### config.mk
export PLATFORM = sky130hd
export DESIGN_NAME = qpsk_phase_mod
export DESIGN_NICKNAME = d
export VERILOG_FILES = /design/src/rtl/qpsk_pkg.sv /design/src/rtl/qpsk_quad_carrier.sv /design/src/rtl/qpsk_bit_clock.sv /design/src/rtl/qpsk_dibit_asm.sv /design/src/rtl/qpsk_phase_mux.sv /design/src/rtl/qpsk_phase_mod.sv
export SDC_FILE = /design/constraint.sdc
export NUM_CORES = 1
export LEC_CHECK = 0
export BUFFER_PORTS_ARGS = -buffer_cell sky130_fd_sc_hd__buf_2
export CAP_MARGIN = 0
export CORE_MARGIN = 1.5
export CORE_UTILIZATION = 38
export DETAILED_ROUTE_END_ITERATION = 6
export GPL_TIMING_DRIVEN = 0
export SLEW_MARGIN = 20
export SYNTH_ARGS = -nofsm -noshare
export SYNTH_HDL_FRONTEND = slang
export SYNTH_HIERARCHICAL = 1
export SYNTH_SLANG_ARGS = --single-unit
### constraint.sdc
create_clock -name clk -period 4.3 [get_ports clk]
set_clock_uncertainty 0.05 [all_clocks]
set_input_delay 0.645 -clock clk [delete_from_list [all_inputs] [get_ports clk]]
set_output_delay 0.645 -clock clk [all_outputs]
set_load 0.02 [all_outputs]
### src/rtl/qpsk_pkg.sv
package qpsk_pkg;
  // Carrier phase index: number of quarter periods of delay behind 0 degrees.
  typedef enum logic [1:0] {
    PH_000 = 2'd0,
    PH_090 = 2'd1,
    PH_180 = 2'd2,
    PH_270 = 2'd3
  } phase_e;

  localparam int unsigned NUM_PHASES = 4;
  // Ring state held in the last quarter of a carrier period.
  localparam logic [1:0] RING_LAST  = 2'b10;
  localparam logic [1:0] RING_FIRST = 2'b00;
endpackage

### src/rtl/qpsk_quad_carrier.sv
module qpsk_quad_carrier
  import qpsk_pkg::*;
(
  input  logic                  clk,
  input  logic                  rst_n,
  output logic [1:0]            ring,
  output logic [NUM_PHASES-1:0] phases
);
  logic [1:0] ring_q, ring_d;

  // Two-bit Johnson ring: 00 -> 01 -> 11 -> 10 -> 00
  always_comb begin
    ring_d = {ring_q[0], ~ring_q[1]};
  end

  always_ff @(posedge clk or negedge rst_n) begin
    if (!rst_n) ring_q <= RING_FIRST;
    else        ring_q <= ring_d;
  end

  // Each phase is one quarter later than the one before it
  always_comb begin
    phases[PH_000] = ~ring_q[1];
    phases[PH_090] =  ring_q[0];
    phases[PH_180] =  ring_q[1];
    phases[PH_270] = ~ring_q[0];
  end

  assign ring = ring_q;

  // the ring moves exactly one bit per clock
  assert_ring_step_R1: assert property (@(posedge clk) disable iff (!rst_n)
    1'b1 |=> ($countones(ring_q ^ $past(ring_q)) == 1));
endmodule

### src/rtl/qpsk_bit_clock.sv
module qpsk_bit_clock #(
  parameter int unsigned BIT_DIV = 10
) (
  input  logic clk,
  input  logic rst_n,
  output logic bit_tick
);
  localparam int unsigned CW = (BIT_DIV > 1) ? $clog2(BIT_DIV) : 1;
  localparam logic [CW-1:0] LAST = CW'(BIT_DIV - 1);

  logic [CW-1:0] cnt_q, cnt_d;
  logic          wrap;

  assign wrap = (cnt_q == LAST);

  always_comb begin
    cnt_d = wrap ? '0 : cnt_q + 1'b1;
  end

  always_ff @(posedge clk or negedge rst_n) begin
    if (!rst_n) cnt_q <= '0;
    else        cnt_q <= cnt_d;
  end

  assign bit_tick = wrap;

  // strobe never lasts more than one cycle
  assert_tick_single_R3: assert property (@(posedge clk) disable iff (!rst_n)
    bit_tick |=> !bit_tick);
endmodule

### src/rtl/qpsk_dibit_asm.sv
module qpsk_dibit_asm (
  input  logic       clk,
  input  logic       rst_n,
  input  logic       bit_tick,
  input  logic       data_in,
  input  logic       take,
  output logic [1:0] held,
  output logic       held_valid
);
  logic       half_q, half_d;
  logic       first_q, first_d;
  logic [1:0] held_q, held_d;
  logic       hv_q, hv_d;

  always_comb begin
    half_d  = half_q;
    first_d = first_q;
    held_d  = held_q;
    hv_d    = hv_q & ~take;
    if (bit_tick) begin
      if (!half_q) begin
        first_d = data_in;         // in-phase bit, symbol MSB
        half_d  = 1'b1;
      end else begin
        held_d  = {first_q, data_in};
        hv_d    = 1'b1;
        half_d  = 1'b0;
      end
    end
  end

  always_ff @(posedge clk or negedge rst_n) begin
    if (!rst_n) begin
      half_q  <= 1'b0;
      first_q <= 1'b0;
      held_q  <= 2'b00;
      hv_q    <= 1'b0;
    end else begin
      half_q  <= half_d;
      first_q <= first_d;
      held_q  <= held_d;
      hv_q    <= hv_d;
    end
  end

  assign held       = held_q;
  assign held_valid = hv_q;

  // a symbol becomes ready only on the second strobe of a pair
  assert_pair_complete_R4: assert property (@(posedge clk) disable iff (!rst_n)
    $rose(hv_q) |-> ($past(bit_tick) && $past(half_q)));
endmodule

### src/rtl/qpsk_phase_mux.sv
module qpsk_phase_mux
  import qpsk_pkg::*;
(
  input  logic                  clk,
  input  logic                  rst_n,
  input  logic [1:0]            ring,
  input  logic [NUM_PHASES-1:0] phases,
  input  logic [1:0]            held,
  input  logic                  held_valid,
  output logic                  take,
  output logic                  mod_out
);
  phase_e sel_q, sel_d;

  assign take = held_valid && (ring == RING_LAST);

  always_comb begin
    sel_d = take ? phase_e'(held) : sel_q;
  end

  always_ff @(posedge clk or negedge rst_n) begin
    if (!rst_n) sel_q <= PH_000;
    else        sel_q <= sel_d;
  end

  assign mod_out = phases[sel_q];

  // a new selection first shows in quarter 0
  assert_switch_on_boundary_R5: assert property (@(posedge clk) disable iff (!rst_n)
    !$stable(sel_q) |-> (ring == RING_FIRST));

  // a selection change needs a waiting symbol
  assert_switch_needs_symbol_R7: assert property (@(posedge clk) disable iff (!rst_n)
    !$stable(sel_q) |-> $past(held_valid));
endmodule

### src/rtl/qpsk_phase_mod.sv
module qpsk_phase_mod
  import qpsk_pkg::*;
#(
  parameter int unsigned BIT_DIV = 10
) (
  input  logic clk,
  input  logic rst_n,
  input  logic data_in,
  output logic bit_tick,
  output logic mod_out
);
  logic [1:0]            ring;
  logic [NUM_PHASES-1:0] phases;
  logic [1:0]            held;
  logic                  held_valid;
  logic                  take;

  qpsk_quad_carrier u_carrier (
    .clk    (clk),
    .rst_n  (rst_n),
    .ring   (ring),
    .phases (phases)
  );

  qpsk_bit_clock #(.BIT_DIV(BIT_DIV)) u_bitclk (
    .clk      (clk),
    .rst_n    (rst_n),
    .bit_tick (bit_tick)
  );

  qpsk_dibit_asm u_asm (
    .clk        (clk),
    .rst_n      (rst_n),
    .bit_tick   (bit_tick),
    .data_in    (data_in),
    .take       (take),
    .held       (held),
    .held_valid (held_valid)
  );

  qpsk_phase_mux u_mux (
    .clk        (clk),
    .rst_n      (rst_n),
    .ring       (ring),
    .phases     (phases),
    .held       (held),
    .held_valid (held_valid),
    .take       (take),
    .mod_out    (mod_out)
  );
endmodule

==> results of run 1 <==
[worst max-delay path, delay by kind of cell, from the launching register on]
kind	cells	cell delay, ps
DFF	1	410
and+or+nand+nor	2	600
buffers and inverters	1	260
[layer usage]
metal | share of wire | wire length (µm) | vias up
met2 | 0.55 | 424 | 4
met5 | 0 | 0 | -
li1 | - | - | 150
met1 | 0.41 | 313 | 147
met4 | 0.0091 | 7 | 0
met3 | 0.032 | 25 | 2
[where the power goes]
| part | internal (mW) | switching [mW] | total (mW) |
|---|---|---|---|
| clock network | 0.0359 | 0.0352 | 0.0711 |
| registers | 0.125 | 0.00148 | 0.126 |
| logic | 0.00324 | 0.00391 | 0.00715 |
| total | 0.164 | 0.0406 | 0.204 |
[registers in the layout, summed over array words and instances (netlist names)]
signal / count
u_mux/sel_q: 2
u_carrier/ring: 2
u_asm/half_q: 1
u_asm/held: 2
u_bitclk/cnt_q: 4
u_asm/held_valid: 1
u_asm/first_q: 1
[logic make-up (layout without fill, tap and decap cells)]
| group | after synthesis | in the layout |
|---|---|---|
| DFF | 13 | 13 |
| and+or+nand+nor | 8 | 8 |
| buffers and inverters | 8 | 16 |
| muxes | 7 | 7 |
| AOI/OAI and AO/OA | 3 | 3 |
| xor gates and xnor gates | 2 | 2 |
[final cells by class]
type,instances,area [µm²],area share
multi-input cells,20,189,0.306
plain buffers,2,15.0,0.0243
flip-flops and latches,13,325,0.527
clock buffers,4,26.3,0.0426
well taps,15,18.8,0.0304
inverters,6,22.5,0.0365
repair buffers,4,20.0,0.0325
[per-stage QoR]
step                utilization  instances
global placement          0.443         60
detailed placement        0.443         60
floorplan                     -         41
finish                    0.462         64
CTS                       0.462         64
global route              0.462         64
[worst min path at each step]
stage | cells after the start | slack [ps] | start | to
after floorplan | 0 | 300 | rst_n | u_asm/first_q
after CTS | 1 | 200 | rst_n | u_bitclk/cnt_q[1]
after detailed placement | 0 | 380 | u_carrier/ring[0] | u_carrier/ring[1]
after global routing | 1 | 200 | rst_n | u_mux/sel_q[1]
final | 1 | 200 | rst_n | u_mux/sel_q[0]
after global placement | 0 | 360 | u_carrier/ring[0] | u_carrier/ring[1]
[layout by cell type, fill, tap and decap left out, drive strengths merged, types with 2 or more instances in the layout]
cell    count
buf         6
clkbuf      4
dfrtp      13
inv         6
mux2        6
nand2       2
nor2b       2
o21ai       2
[Yosys cell counts]
library cell and count:
nand3b_4 1, mux2_2 5, nor3b_1 1, nand2_1 1, nor2b_1 1, a221o_1 1, dfrtp_1 13, inv_1 6
o21ai_0 1, nor2_1 1, mux2_1 1, nor2b_2 1, o21ai_1 1, buf_4 2, nor3_1 1, mux4_2 1
xor2_1 1, xnor2_1 1, nand2_2 1
==> run metrics, run 1 <==
mux cell area share after synthesis 0.163; clock period minus worst slack 2230 ps; adder-cell share of the synthesized area 0; routed wire length 770 µm; Leak 0.320 nW; Inserted Diodes 0; CTS sink cnt 13; nets between 50 and 60; Final setup violation count 0; sequential cell area fraction in the yosys report 0.590; Post-Syn Nets 44; pre-CTS setup slack about 2300 ps; met1 layer usage reported by global route 0.128; Synth Area in Compound Gates 0.0363; worst path cell trace nor2b_2, nor3b_1, buf_2; I/O Buffers 4; Placer Congestion 0.605; CTS H-tree depth 1; R2R depth 4; vias per cell 4.73; first-pass GRT wire length approximately 1.3 mm; Synthesis Warnings 6; Slowest cell on crit path nor3b_1; share of cells above drive strength 1 0.367; critical path startpoint u_bitclk/cnt_q[2]; clk root buf clkbuf_4; FMAX 449 MHz; arrival time at the worst endpoint 1530 ps; crit path kind reg -> out; wire per inst 12.0 µm; Final Hold Viols 0; worst hold slack about 200 ps; initial antenna violation count 0; vias in the first global route 311; GRT busiest layer met2; TritonCTS buffer count 3; met3 track demand over resource 0.0326; # fillers 124; r2r endpoint u_asm/first_q; post-synthesis average cell area 13.5 µm²; die span in y about 41 µm; Post-CTS Resized 0; Clock Tree Buf Depth 2; Starting Density 0.414; worst min path class in -> async; Worst R2R Start u_bitclk/cnt_q[2]; Worst Setup EP bit_tick; vias 303; Antenna Nets Post-Route 0; final clock period utilization by the worst path 0.518; Seq cells post-synth 13; Worst Setup Start Kind flip-flop; DRT Pass-1 Iters 4; Least-Margin Pin Slew 484 ps; final worst slack around 2100 ps; total die area 1690 µm²; die width 41.1 µm; Reg clk slew, reported paths 70 ps; largest family of logic cells by synthesized area multiplexers; grt met2 use 0.207; post-synth top area cell dfrtp_1; Layout area overhead 11.8%; largest net degree at the start of global routing 14; Finished Cell Area 617 µm²; Rows 13; Total GRT Usage 0.123; status finished, final reports clean; cell count after synthesis 41; initial DRC count 5; Clock Latency Late Sink ~260 ps; Final HPWL DP 614 µm; Post-DP Area roughly 590 µm²; post-synthesis cell type count 19; CTS tree done; R2R Setup Slk 2570 ps; Power, Total 0.204 mW; post-CTS setup buffers 0; RSZ-0062 raised after global routing false; setup TNS 0 ps; Worst slew margin 0.677; worst-path fanout max 4; core area about 1300 µm²; VDD IR max 142 µV; synthesized area roughly 550 µm²; Largest stage delay, worst path about 440 ps; Post-Synth XOR/XNOR Area 0.0317; maxcap violations 0; Slew Limit Fails 0; Critical Path RT 3610 ps; drt drc 0; Power Density 331 nW/µm²; grt ovf 0; Synth top area share 0.590; io pins 5; Area contributors post-synth dfrtp_1 59%, mux2_2 10%, inv_1 4.1%; CTS Hold Buffers Added 0; CP Capture Type output port; Synth Area in Simple Gates 0.111
No activity file was read; power rests on OpenSTA's default activity.
==> inputs of run 2 (changes only) <==
- clock period: 4.3 -> 2.25 ns (I/O delays scaled with it)
==> run metrics, run 2 (synthesis gave the netlist of run 1 again) <==
status finished, final reports clean; FMAX ~520 MHz; I/O Buffers 4; worst hold slack 265 ps; routed wire length roughly 770 µm; Final Hold Viols 0; Antenna Nets Post-Route 0; met1 layer usage reported by global route 0.128; CP top delay family simple AND/OR/NAND/NOR gates; Finished Cell Area 627 µm²; Starting Density 0.414; die span in y 41.1 µm; worst path cell trace nor2b_2, nor3b_1, buf_2; Critical Path RT 1860 ps; GRT busiest layer met2; largest net degree at the start of global routing 14; Largest stage delay, worst path ~440 ps; pre-CTS setup slack between 400 and 500 ps; vias per cell 4.69; CTS sink cnt 13; CP bufs+invs 1; io pins 5; Post-CTS Resized 0; Biggest register u_bitclk/cnt_q; drt drc 0; first-pass GRT wire length 1.26 mm; Placer Congestion between 0.6 and 0.7; setup TNS 0 ps; clock period minus worst slack roughly 1900 ps; max reg flops 4; DRT Pass-1 Iters 4; vias around 300; Worst Setup Start Kind flip-flop; Reg clk slew, reported paths 70 ps; die width 41.1 µm; TritonCTS buffer count 3; worst min path class in -> reg; crit path kind reg -> out; most frequent cells in the layout 13 x dfrtp_1, 6 x inv_1, 5 x mux2_2; Rows 13; final worst slack 329 ps; clk root buf clkbuf_4; CP Capture Type output port; Total GRT Usage 0.123; post-CTS setup buffers 0; CTS tree done; # fillers 123; initial antenna violation count 0; Clock Tree Buf Depth 2; vias in the first global route slightly above 300; Post-DP Area 591 µm²; Slew Limit Fails 0; Final setup violation count 0; share of cells above drive strength 1 0.360; wire per inst between 10 and 15 µm; VDD IR max approximately 270 µV; Clock Latency Late Sink 260 ps; total die area 1690 µm²; Layout area overhead 13.6%; CTS H-tree depth 1; RSZ-0062 raised after global routing false; worst-path fanout max 4; final clock period utilization by the worst path 0.854; met3 track demand over resource 0.0326; Power Density 625 nW/µm²; arrival time at the worst endpoint 1530 ps; Inserted Diodes 0; Power, Total 0.392 mW; maxcap violations 0; Worst slew margin 0.677; Slowest cell on crit path nor3b_1; most common library cell in the layout ignoring fill and taps dfrtp_1; nets 54; Final HPWL DP between 600 and 700 µm; initial DRC count 5; grt met2 use 0.207; Least-Margin Pin Slew about 480 ps; Leak approximately 0.32 nW; grt ovf 0; core area 1330 µm²
-- run 2: worst register-to-register path: stages, from the launching register on --
cell	delay, ps
dfrtp_1	410
nor2b_2	160
nor3b_1	440
nor2b_1	220
mux2_1	340
-- run 2: cell type report --
class                           instances  area, µm²  share of cell area
Sequential cell                        13        325               0.519
Multi-Input combinational cell         20        189               0.301
Timing Repair Buffer                    5       30.0              0.0479
Clock buffer                            4       26.3              0.0419
Inverter                                6       22.5              0.0359
Tap cell                               15       18.8              0.0299
Buffer                                  2       15.0              0.0240
-- run 2: power breakdown --
part	internal, mW	switching [mW]
Sequential	0.238	0.00283
Clock	0.0685	0.0673
Combinational	0.00732	0.00766
-- run 2: repair_timing --
item                                   4_1_cts  5_1_grt
setup endpoints to repair                    0        0
endpoints found under the hold margin       13        0
hold buffers                                 1        0
-- run 2: through the flow --
| step | utilization | instances |
|---|---|---|
| 2_1_floorplan | - | 41 |
| 3_3_place_gp | 0.443 | 60 |
| 3_5_place_dp | 0.443 | 60 |
| 4_1_cts | 0.470 | 65 |
| 5_1_grt | 0.470 | 65 |
| 6_report | 0.470 | 65 |
-- run 2: routing by layer --
layer | wire [µm] | share of wire
met1 | 318 | 0.41
met4 | 7 | 0.0090
met3 | 23 | 0.030
met5 | 0 | 0
met2 | 425 | 0.55
-- run 2: worst paths after layout --
path                                   start           endpoint  slack [ps]  cells past startpoint
max                        u_bitclk/cnt_q[2]           bit_tick         330                      3
min                                  data_in      u_asm/first_q         270                      2
max reg2reg                u_bitclk/cnt_q[2]      u_asm/first_q         520                      4
min reg2reg                u_carrier/ring[0]  u_carrier/ring[1]         390                      0
max in group asynchronous              rst_n  u_bitclk/cnt_q[2]        1500                      2
min in group asynchronous              rst_n     u_mux/sel_q[0]         430                      2
